### src/rtl/dbrc_pkg.sv
// Package: shared types for the dual-bus ready controller.
// Assumes: nothing beyond the standard language.
package dbrc_pkg;

    // Kind of bus cycle currently in progress.
    typedef enum logic [1:0] {
        CYC_IDLE  = 2'd0,
        CYC_LOCAL = 2'd1,
        CYC_SYS   = 2'd2
    } cyc_kind_t;

endpackage

### src/rtl/dbrc_addr_decode.sv
// Module: dbrc_addr_decode
// Purpose: maps the upper address bits onto the system bus or local selects.
// Assumes: adr_hi is stable while it is used; the output is purely combinational.
module dbrc_addr_decode #(
    parameter int            DEC_W   = 8,
    parameter logic [DEC_W-1:0] SYS_TAG = 8'b0011_1100
) (
    input  logic [DEC_W-1:0] adr_hi,
    input  logic             mio,
    output logic             sys_hit,
    output logic             bs16_n,
    output logic             sysbus_en,
    output logic             lmem_sel,
    output logic             lio_sel
);

    // One match term feeds both system-bus outputs and gates the local selects.
    always_comb begin
        sys_hit   = (adr_hi == SYS_TAG);
        bs16_n    = ~sys_hit;
        sysbus_en = sys_hit;
        lmem_sel  = ~sys_hit & mio;
        lio_sel   = ~sys_hit & ~mio;
    end

endmodule

### src/rtl/dbrc_xack_sync.sv
// Module: dbrc_xack_sync
// Purpose: brings the asynchronous acknowledge into the clock domain.
// Assumes: STAGES >= 2; idle level of the acknowledge is high.
module dbrc_xack_sync #(
    parameter int STAGES = 2
) (
    input  logic clk,
    input  logic rst_n,
    input  logic xack_n,
    output logic xack_sync_n
);

    logic [STAGES-1:0] sync_q;

    // Shift the acknowledge through the flop chain, reset to inactive.
    always_ff @(posedge clk) begin
        if (!rst_n) begin
            sync_q <= '1;
        end else begin
            sync_q <= {sync_q[STAGES-2:0], xack_n};
        end
    end

    assign xack_sync_n = sync_q[STAGES-1];

endmodule

### src/rtl/dbrc_wait_seq.sv
// Module: dbrc_wait_seq
// Purpose: counts local wait states, raises one strobe per wait, flags completion.
// Assumes: clear is pulsed at the accepting edge; active is high for a local cycle.
module dbrc_wait_seq #(
    parameter int LOCAL_WAITS = 2,
    parameter int NUM_WS      = 4
) (
    input  logic              clk,
    input  logic              rst_n,
    input  logic              clear,
    input  logic              active,
    output logic              count_done,
    output logic [NUM_WS-1:0] ws_strobe
);

    localparam int CNT_MAX = (LOCAL_WAITS > NUM_WS) ? LOCAL_WAITS : NUM_WS;
    localparam int CNT_W   = $clog2(CNT_MAX + 2);
    localparam logic [CNT_W-1:0] LW = CNT_W'(LOCAL_WAITS);

    logic [CNT_W-1:0] wcnt;

    // Completion: the count has reached the programmed number of waits.
    assign count_done = active && (wcnt == LW);

    // Advance the count once per clock until the cycle is ready.
    always_ff @(posedge clk) begin
        if (!rst_n) begin
            wcnt <= '0;
        end else if (clear) begin
            wcnt <= '0;
        end else if (active && !count_done) begin
            wcnt <= wcnt + 1'b1;
        end
    end

    // One strobe per wait state: bit k is high while the count equals k+1.
    for (genvar k = 0; k < NUM_WS; k++) begin : g_strobe
        localparam logic [CNT_W-1:0] STEP = CNT_W'(k + 1);
        if (k < LOCAL_WAITS) begin : g_live
            assign ws_strobe[k] = active && (wcnt == STEP);
        end else begin : g_dead
            assign ws_strobe[k] = 1'b0;
        end
    end

endmodule

### src/rtl/dual_bus_ready_ctrl.sv
// Module: dual_bus_ready_ctrl
// Purpose: top of the controller; decodes each cycle, tracks it, and drives
//          the processor ready from either the local wait count or the
//          synchronized system-bus acknowledge.
// Assumes: adr_hi and mio are valid at the edge where ads_n is sampled low;
//          the acknowledge returns high before the next system-bus cycle.
module dual_bus_ready_ctrl
    import dbrc_pkg::*;
#(
    parameter int               DEC_W       = 8,
    parameter logic [DEC_W-1:0] SYS_TAG     = 8'b0011_1100,
    parameter int               LOCAL_WAITS = 2,
    parameter int               NUM_WS      = 4,
    parameter int               SYNC_STAGES = 2
) (
    input  logic              clk,
    input  logic              rst_n,
    input  logic              ads_n,
    input  logic              mio,
    input  logic [DEC_W-1:0]  adr_hi,
    input  logic              xack_n,
    output logic              ready_n,
    output logic              bs16_n,
    output logic              sysbus_en,
    output logic              lmem_sel,
    output logic              lio_sel,
    output logic [NUM_WS-1:0] ws_strobe,
    output logic              ws1,
    output logic              ws2
);

    cyc_kind_t kind;
    logic      sys_hit;
    logic      xack_sync_n;
    logic      ack_hit;
    logic      local_done;
    logic      ready_now;
    logic      start;

    dbrc_addr_decode #(
        .DEC_W   (DEC_W),
        .SYS_TAG (SYS_TAG)
    ) u_dec (
        .adr_hi    (adr_hi),
        .mio       (mio),
        .sys_hit   (sys_hit),
        .bs16_n    (bs16_n),
        .sysbus_en (sysbus_en),
        .lmem_sel  (lmem_sel),
        .lio_sel   (lio_sel)
    );

    dbrc_xack_sync #(
        .STAGES (SYNC_STAGES)
    ) u_sync (
        .clk         (clk),
        .rst_n       (rst_n),
        .xack_n      (xack_n),
        .xack_sync_n (xack_sync_n)
    );

    dbrc_wait_seq #(
        .LOCAL_WAITS (LOCAL_WAITS),
        .NUM_WS      (NUM_WS)
    ) u_wait (
        .clk        (clk),
        .rst_n      (rst_n),
        .clear      (start),
        .active     (kind == CYC_LOCAL),
        .count_done (local_done),
        .ws_strobe  (ws_strobe)
    );

    // Ready source: local count or registered acknowledge, by cycle kind.
    always_comb begin
        ready_now = (kind == CYC_LOCAL && local_done) ||
                    (kind == CYC_SYS   && ack_hit);
        ready_n   = ~ready_now;
        start     = ~ads_n && (kind == CYC_IDLE || ready_now);
    end

    // Cycle tracker: open on an accepted strobe, close on ready.
    always_ff @(posedge clk) begin
        if (!rst_n) begin
            kind <= CYC_IDLE;
        end else if (start) begin
            kind <= sys_hit ? CYC_SYS : CYC_LOCAL;
        end else if (ready_now) begin
            kind <= CYC_IDLE;
        end
    end

    // Acknowledge capture: one clock after the synchronized acknowledge is low.
    always_ff @(posedge clk) begin
        if (!rst_n) begin
            ack_hit <= 1'b0;
        end else if (start || ready_now) begin
            ack_hit <= 1'b0;
        end else if (kind == CYC_SYS && !xack_sync_n) begin
            ack_hit <= 1'b1;
        end
    end

    // Status-regeneration taps on the first two strobes.
    assign ws1 = ws_strobe[0];
    if (NUM_WS >= 2) begin : g_ws2
        assign ws2 = ws_strobe[1];
    end else begin : g_no_ws2
        assign ws2 = 1'b0;
    end

endmodule

### config.mk
export PLATFORM = sky130hd
export DESIGN_NAME = dual_bus_ready_ctrl
export DESIGN_NICKNAME = d
export VERILOG_FILES = /design/src/rtl/dbrc_pkg.sv /design/src/rtl/dbrc_addr_decode.sv /design/src/rtl/dbrc_xack_sync.sv /design/src/rtl/dbrc_wait_seq.sv /design/src/rtl/dual_bus_ready_ctrl.sv
export SDC_FILE = /design/constraint.sdc
export NUM_CORES = 1
export LEC_CHECK = 0
export ABC_AREA = 1
export BUFFER_PORTS_ARGS = -buffer_cell sky130_fd_sc_hd__buf_4
export CAP_MARGIN = 20
export CORE_AREA = 5 5 42 44
export DETAILED_ROUTE_END_ITERATION = 6
export DIE_AREA = 0 0 47 49
export GPL_TIMING_DRIVEN = 0
export PLACE_DENSITY = 0.75
export SYNTH_ARGS = -nofsm -noshare
export SYNTH_HDL_FRONTEND = slang
export SYNTH_SLANG_ARGS = --single-unit
### constraint.sdc
create_clock -name clk -period 3 [get_ports clk]
set_input_delay 0.15 -clock clk [delete_from_list [all_inputs] [get_ports clk]]
set_output_delay 0.15 -clock clk [all_outputs]
set_load 0.02 [all_outputs]
== After elaboration in Yosys (flattened, before gate mapping) ==
Cells that the tools add are included.

* Register bits: 8
* Bits in latches: 0
* Memory bits (writable): 0
* ROM bits: 0
* Input bits: 13
* Output and inout port bits: 11
* Logic and storage cells: 36
* Memories: 0

* Add/sub/neg operators: 1
* $mul: 0
* Divide/modulo/power cells: 0
* Magnitude comparators: 0
* Equal/unequal tests: 5
* Shifts and indexed selects: 0
* Muxes and demuxes: 3
* Bitwise logic cells: 7
* Reduce and logical (&&, ||, !) cells: 16

{| class="wikitable"
|+ Operator list
! operator !! number
|-
| 8-bit by 6-bit == test with 1-bit output (second input constant) || 1
|-
| 1-bit logical AND || 7
|-
| 2-bit 2-to-1 mux || 3
|-
| 1-bit inverter || 5
|-
| 2-bit OR reduction || 2
|-
| 3-bit by 1-bit adder with 3-bit output (second input constant) || 1
|-
| 3-bit by 1-bit == test with 1-bit output (second input constant) || 1
|-
| 3-bit by 2-bit == test with 1-bit output (second input constant) || 1
|-
| 1-bit logical OR || 3
|-
| 1-bit AND || 2
|-
| 2-bit by 1-bit == test with 1-bit output (second input constant) || 1
|-
| 2-bit == test (second input constant) || 1
|-
| 1-bit zero test || 2
|-
| 2-bit zero test || 1
|-
| 2-bit nonzero test || 1
|}

== Depth between registers and ports, before layout ==
* Depth after elaboration: 8
* Gate-level depth with buffers: 9

== Modules after synthesis ==
Synthesis repeated with hierarchy kept, for this count alone.

* Cells, all modules: 85
* Area, all modules: 549.3 um^2

{| class="wikitable"
|+ By module, submodules not included
! module !! instances !! cells an instance !! area each (um^2) !! sequential area each (um^2)
|-
| dbrc_wait_seq || 1 || 36 || 241.5 || 60.1
|-
| dual_bus_ready_ctrl || 1 || 29 || 193.9 || 60.1
|-
| dbrc_addr_decode || 1 || 14 || 58.8 || 0.0
|-
| dbrc_xack_sync || 1 || 6 || 55.1 || 40.0
|}

== Worst setup path after synthesis ==
OpenSTA, ideal clock, no wires.

* Kind: reg-to-reg
* Start point: register u_wait.wcnt[0]
* End point: register ack_hit
* Arrival: 1.197 ns
* Data required time: 2.936 ns
* Setup slack: 1.738 ns
* Stages on the path, launching flop included: 10
* Buffers on the path: 0
* Clock period less this slack: 1.262 ns
* Cells stage by stage: dfxtp_1 inv_1 ha_1 inv_1 nor2_1 nand2_2 nand2_1 inv_1 o21ai_0 nor2_1

* Longest elaborated chain between the ends: 8

{| class="wikitable"
|+ RTL lines
! item !! line !! text
|-
| start, declared || dbrc_wait_seq.sv:20 || <nowiki>logic [CNT_W-1:0] wcnt;</nowiki>
|-
| start signal, assigned || dbrc_wait_seq.sv:32 || <nowiki>wcnt <= wcnt + 1'b1;</nowiki>
|-
| 3-bit by 2-bit == test with 1-bit output * || dbrc_wait_seq.sv:23 || <nowiki>assign count_done = active && (wcnt == LW);</nowiki>
|-
| 1-bit logical AND * || dbrc_wait_seq.sv:23 ||
|-
| 1-bit logical AND * || dual_bus_ready_ctrl.sv:76 || <nowiki>ready_now = (kind == CYC_LOCAL && local_done) ||</nowiki>
|-
| 1-bit logical OR * || dual_bus_ready_ctrl.sv:76 ||
|-
| 1-bit logical OR || dual_bus_ready_ctrl.sv:79 || <nowiki>start = ~ads_n && (kind == CYC_IDLE || ready_now);</nowiki>
|-
| 1-bit logical AND || dual_bus_ready_ctrl.sv:79 ||
|-
| 1-bit logical OR * || dual_bus_ready_ctrl.sv:97 || <nowiki>end else if (start || ready_now) begin</nowiki>
|-
| 2-bit OR reduction (no source line) * || - ||
|-
| end signal, assigned || dual_bus_ready_ctrl.sv:96 || <nowiki>ack_hit <= 1'b0;</nowiki>
|-
| end signal, assigned || dual_bus_ready_ctrl.sv:98 || <nowiki>ack_hit <= 1'b0;</nowiki>
|-
| end signal, assigned || dual_bus_ready_ctrl.sv:100 || <nowiki>ack_hit <= 1'b1;</nowiki>
|-
| end, declared || dual_bus_ready_ctrl.sv:35 || <nowiki>logic ack_hit;</nowiki>
|}

Mark *: on every way between the ends. The rest lies on a longest branch, timed or not.
A chain may end at the register's enable or synchronous reset.

== Worst setup path after layout ==
* Start point: register u_wait.wcnt[0]
* End point: output port ws_strobe[1]

* Longest elaborated chain between the ends: 2

{| class="wikitable"
|+ RTL lines
! item !! line !! text
|-
| 3-bit by 2-bit == test with 1-bit output || dbrc_wait_seq.sv:40 || <nowiki>assign ws_strobe[k] = active && (wcnt == STEP);</nowiki>
|-
| 1-bit logical AND || dbrc_wait_seq.sv:40 ||
|-
| end, declared || dual_bus_ready_ctrl.sv:27 || <nowiki>output logic [NUM_WS-1:0] ws_strobe,</nowiki>
|}

Every way passes these cells.

==> results.json <==
{
  "ios": 24,
  "worstSetupStartpointType": "register",
  "htreeDepth": 1,
  "antenna_found_initial": 0,
  "cts-root-buf": "clkbuf_4",
  "cap_violations": 0,
  "status": "finished, final reports clean",
  "drt-total-wl_um": 978,
  "dieArea_mm2": 0.00230,
  "fin_crit_sh": 0.537,
  "row_count": 14,
  "vias_per_cell": 4.21,
  "skew_ns": 0.00296,
  "cp-startpoint": "u_wait.wcnt[0]$_SDFFE_PP0P_",
  "io_buffers": 21,
  "cp.required_ns": 2.85,
  "timing.rr.end": "u_wait.wcnt[0]$_SDFFE_PP0P_",
  "clk_path_buf_depth": 2,
  "grt_pass1_wl_um": 1660,
  "wl_per_cell_um": 8.36,
  "grt_pass1_vias": 438,
  "drt_first_iter_violations": 1,
  "worstSkewPairLatency_ns": 0.25,
  "final.fill_count": 157,
  "endpoint": "ws_strobe[1]",
  "fp.dieW_um": 47,
  "path_clk_slew_ns": 0.06,
  "worst_slack_ns": 1.39,
  "num_vias": 492,
  "cts.hold.buffers_added": 0,
  "synth_area_um2": 512,
  "hold_viol": 0,
  "period_needed_ns": 1.61,
  "place_ws_ns": 1.65,
  "critPathMaxFanout": 5,
  "grt_max_degree": 7,
  "power.density_mw_per_mm2": 338,
  "clock_sinks": 8,
  "drc_errors": 0,
  "cp-end-kind": "output port",
  "setup_viol": 0,
  "vdd_drop_max_mv": 0.271,
  "core_mm2": 0.00140,
  "critPathKind": "reg -> out",
  "cts.repair.resized": 0,
  "reg2reg_slack_ns": 1.68,
  "post_cts_buffers": 0,
  "drive_gt1_frac": 0.366,
  "numCtsBuffers": 3,
  "final_common_cell": "buf_4",
  "start_util": 0.365,
  "hold_class": "in -> reg",
  "cts_tree": "done",
  "p_leak_nw": 0.382,
  "area_growth_pct": 39.9,
  "yosysSeqAreaShare": 0.313,
  "final_area_um2": 716,
  "first_pass_iters": 2,
  "ys.warnings.count": 0,
  "clock.fmax_ghz": 0.621,
  "ys_seq_elements": 8,
  "mostFrequentLayoutCells": "buf_4, inv_1, nand2_1, nor2_1, dfxtp_1",
  "worstRegToRegCells": 9,
  "r2r_start": "u_wait.wcnt[0]$_SDFFE_PP0P_",
  "die_y_um": 49,
  "gp_congestion": 0.689,
  "slew_viol_final": 0,
  "num_antenna_cells": 0,
  "syn_inst": 76,
  "cp_data_arrival_time_ns": 1.46,
  "grtUsageTotal": 0.0960,
  "syn_avg_cell_area_um2": 6.73,
  "place_area_um2": 693,
  "rsz0062_at_grt": "no",
  "fin_nets": 119,
  "place_hpwl_um": 845,
  "yosys.cell_types.count": 21,
  "ant_nets": 0,
  "grt_overflow_total": 0,
  "tns_ns": 0
}
-- synthesized netlist by cell type --
master,number,area [µm²]
nor2_1,11,41.3
nand2_2,2,12.5
o21ai_2,1,8.76
nand3_2,1,10.0
ha_1,3,37.5
xnor2_1,1,8.76
or2_2,2,12.5
nand2_1,14,52.6
inv_1,14,52.6
dfxtp_1,8,160
or2_0,1,6.26
nor2_4,1,11.3
conb_1,1,3.75
o21ai_0,1,5.00
nor3_1,1,5.00
nand3_1,3,15.0
or2_1,1,6.26
buf_4,4,30.0
a21oi_1,4,20.0
a21oi_2,1,8.76
inv_2,1,3.75
-- how the worst min path moves through the flow --
stage                start                     endpoint  depth (start not counted)
global route        xack_n  u_sync.sync_q[0]$_SDFF_PN1_                          2
CTS                 xack_n  u_sync.sync_q[0]$_SDFF_PN1_                          2
finish              xack_n  u_sync.sync_q[0]$_SDFF_PN1_                          2
floorplan           xack_n  u_sync.sync_q[0]$_SDFF_PN1_                          1
detailed placement  xack_n  u_sync.sync_q[0]$_SDFF_PN1_                          2
global placement    xack_n  u_sync.sync_q[0]$_SDFF_PN1_                          2
-- final cells by class --
type                    count  area (µm²)  share of cell area
plain buffers               4        30.0              0.0420
clock buffers               3        22.5              0.0315
inverters                  15        56.3              0.0787
multi-input cells          50         269               0.376
flip-flops and latches      8         160               0.224
well taps                  16        20.0              0.0280
repair buffers             21         158               0.220
-- state kept, by name (all words and copies together) (netlist names) --
name,count
kind,2
u_wait.wcnt,3
u_sync.sync_q,2
ack_hit,1
-- metal layers --
metal / global-route usage / share of wire / vias to the layer above
li1: - / - / 270
met1: 0.122 / 0.43 / 210
met2: 0.143 / 0.50 / 10
met3: 0.0332 / 0.058 / 2
met4: 0.0415 / 0.0082 / 0
met5: 0 / 0 / -
-- cells by family after synthesis --
| kind of cell | after synthesis | synth area share |
|---|---|---|
| buf+inv | 19 | 0.169 |
| other cells | 1 | 0.00733 |
| xor+xnor | 1 | 0.0171 |
| flops | 8 | 0.313 |
| simple gates | 37 | 0.337 |
| fa+ha+maj | 3 | 0.0734 |
| compound gates | 7 | 0.0831 |
-- worst max-delay path, cell delays in order (launching register included) --
cell and delay (ns):
dfxtp_1 0.39, inv_1 0.06, ha_1 0.19, inv_1 0.08
nor2_1 0.05, nand2_2 0.10, inv_1 0.06, buf_4 0.12
buf_4 0.14
-- report_power, final --
group | switching, mW | internal [mW]
clock | 0.0354 | 0.0457
sequential | 0.00269 | 0.110
combinational | 0.0238 | 0.0243
-- through the flow --
stage | cells | utilization | hold slack [ns] | total power, mW
after global placement | 114 | 0.495 | 0.338 | 0.163
after global routing | 117 | 0.511 | 0.0846 | 0.262
after floorplan | 77 | - | 0.257 | 0.144
after CTS | 117 | 0.511 | 0.0811 | 0.246
final | 117 | 0.511 | 0.0863 | 0.242
after detailed placement | 114 | 0.495 | 0.341 | 0.164
Note: power is estimated with default switching activity, not from simulation.
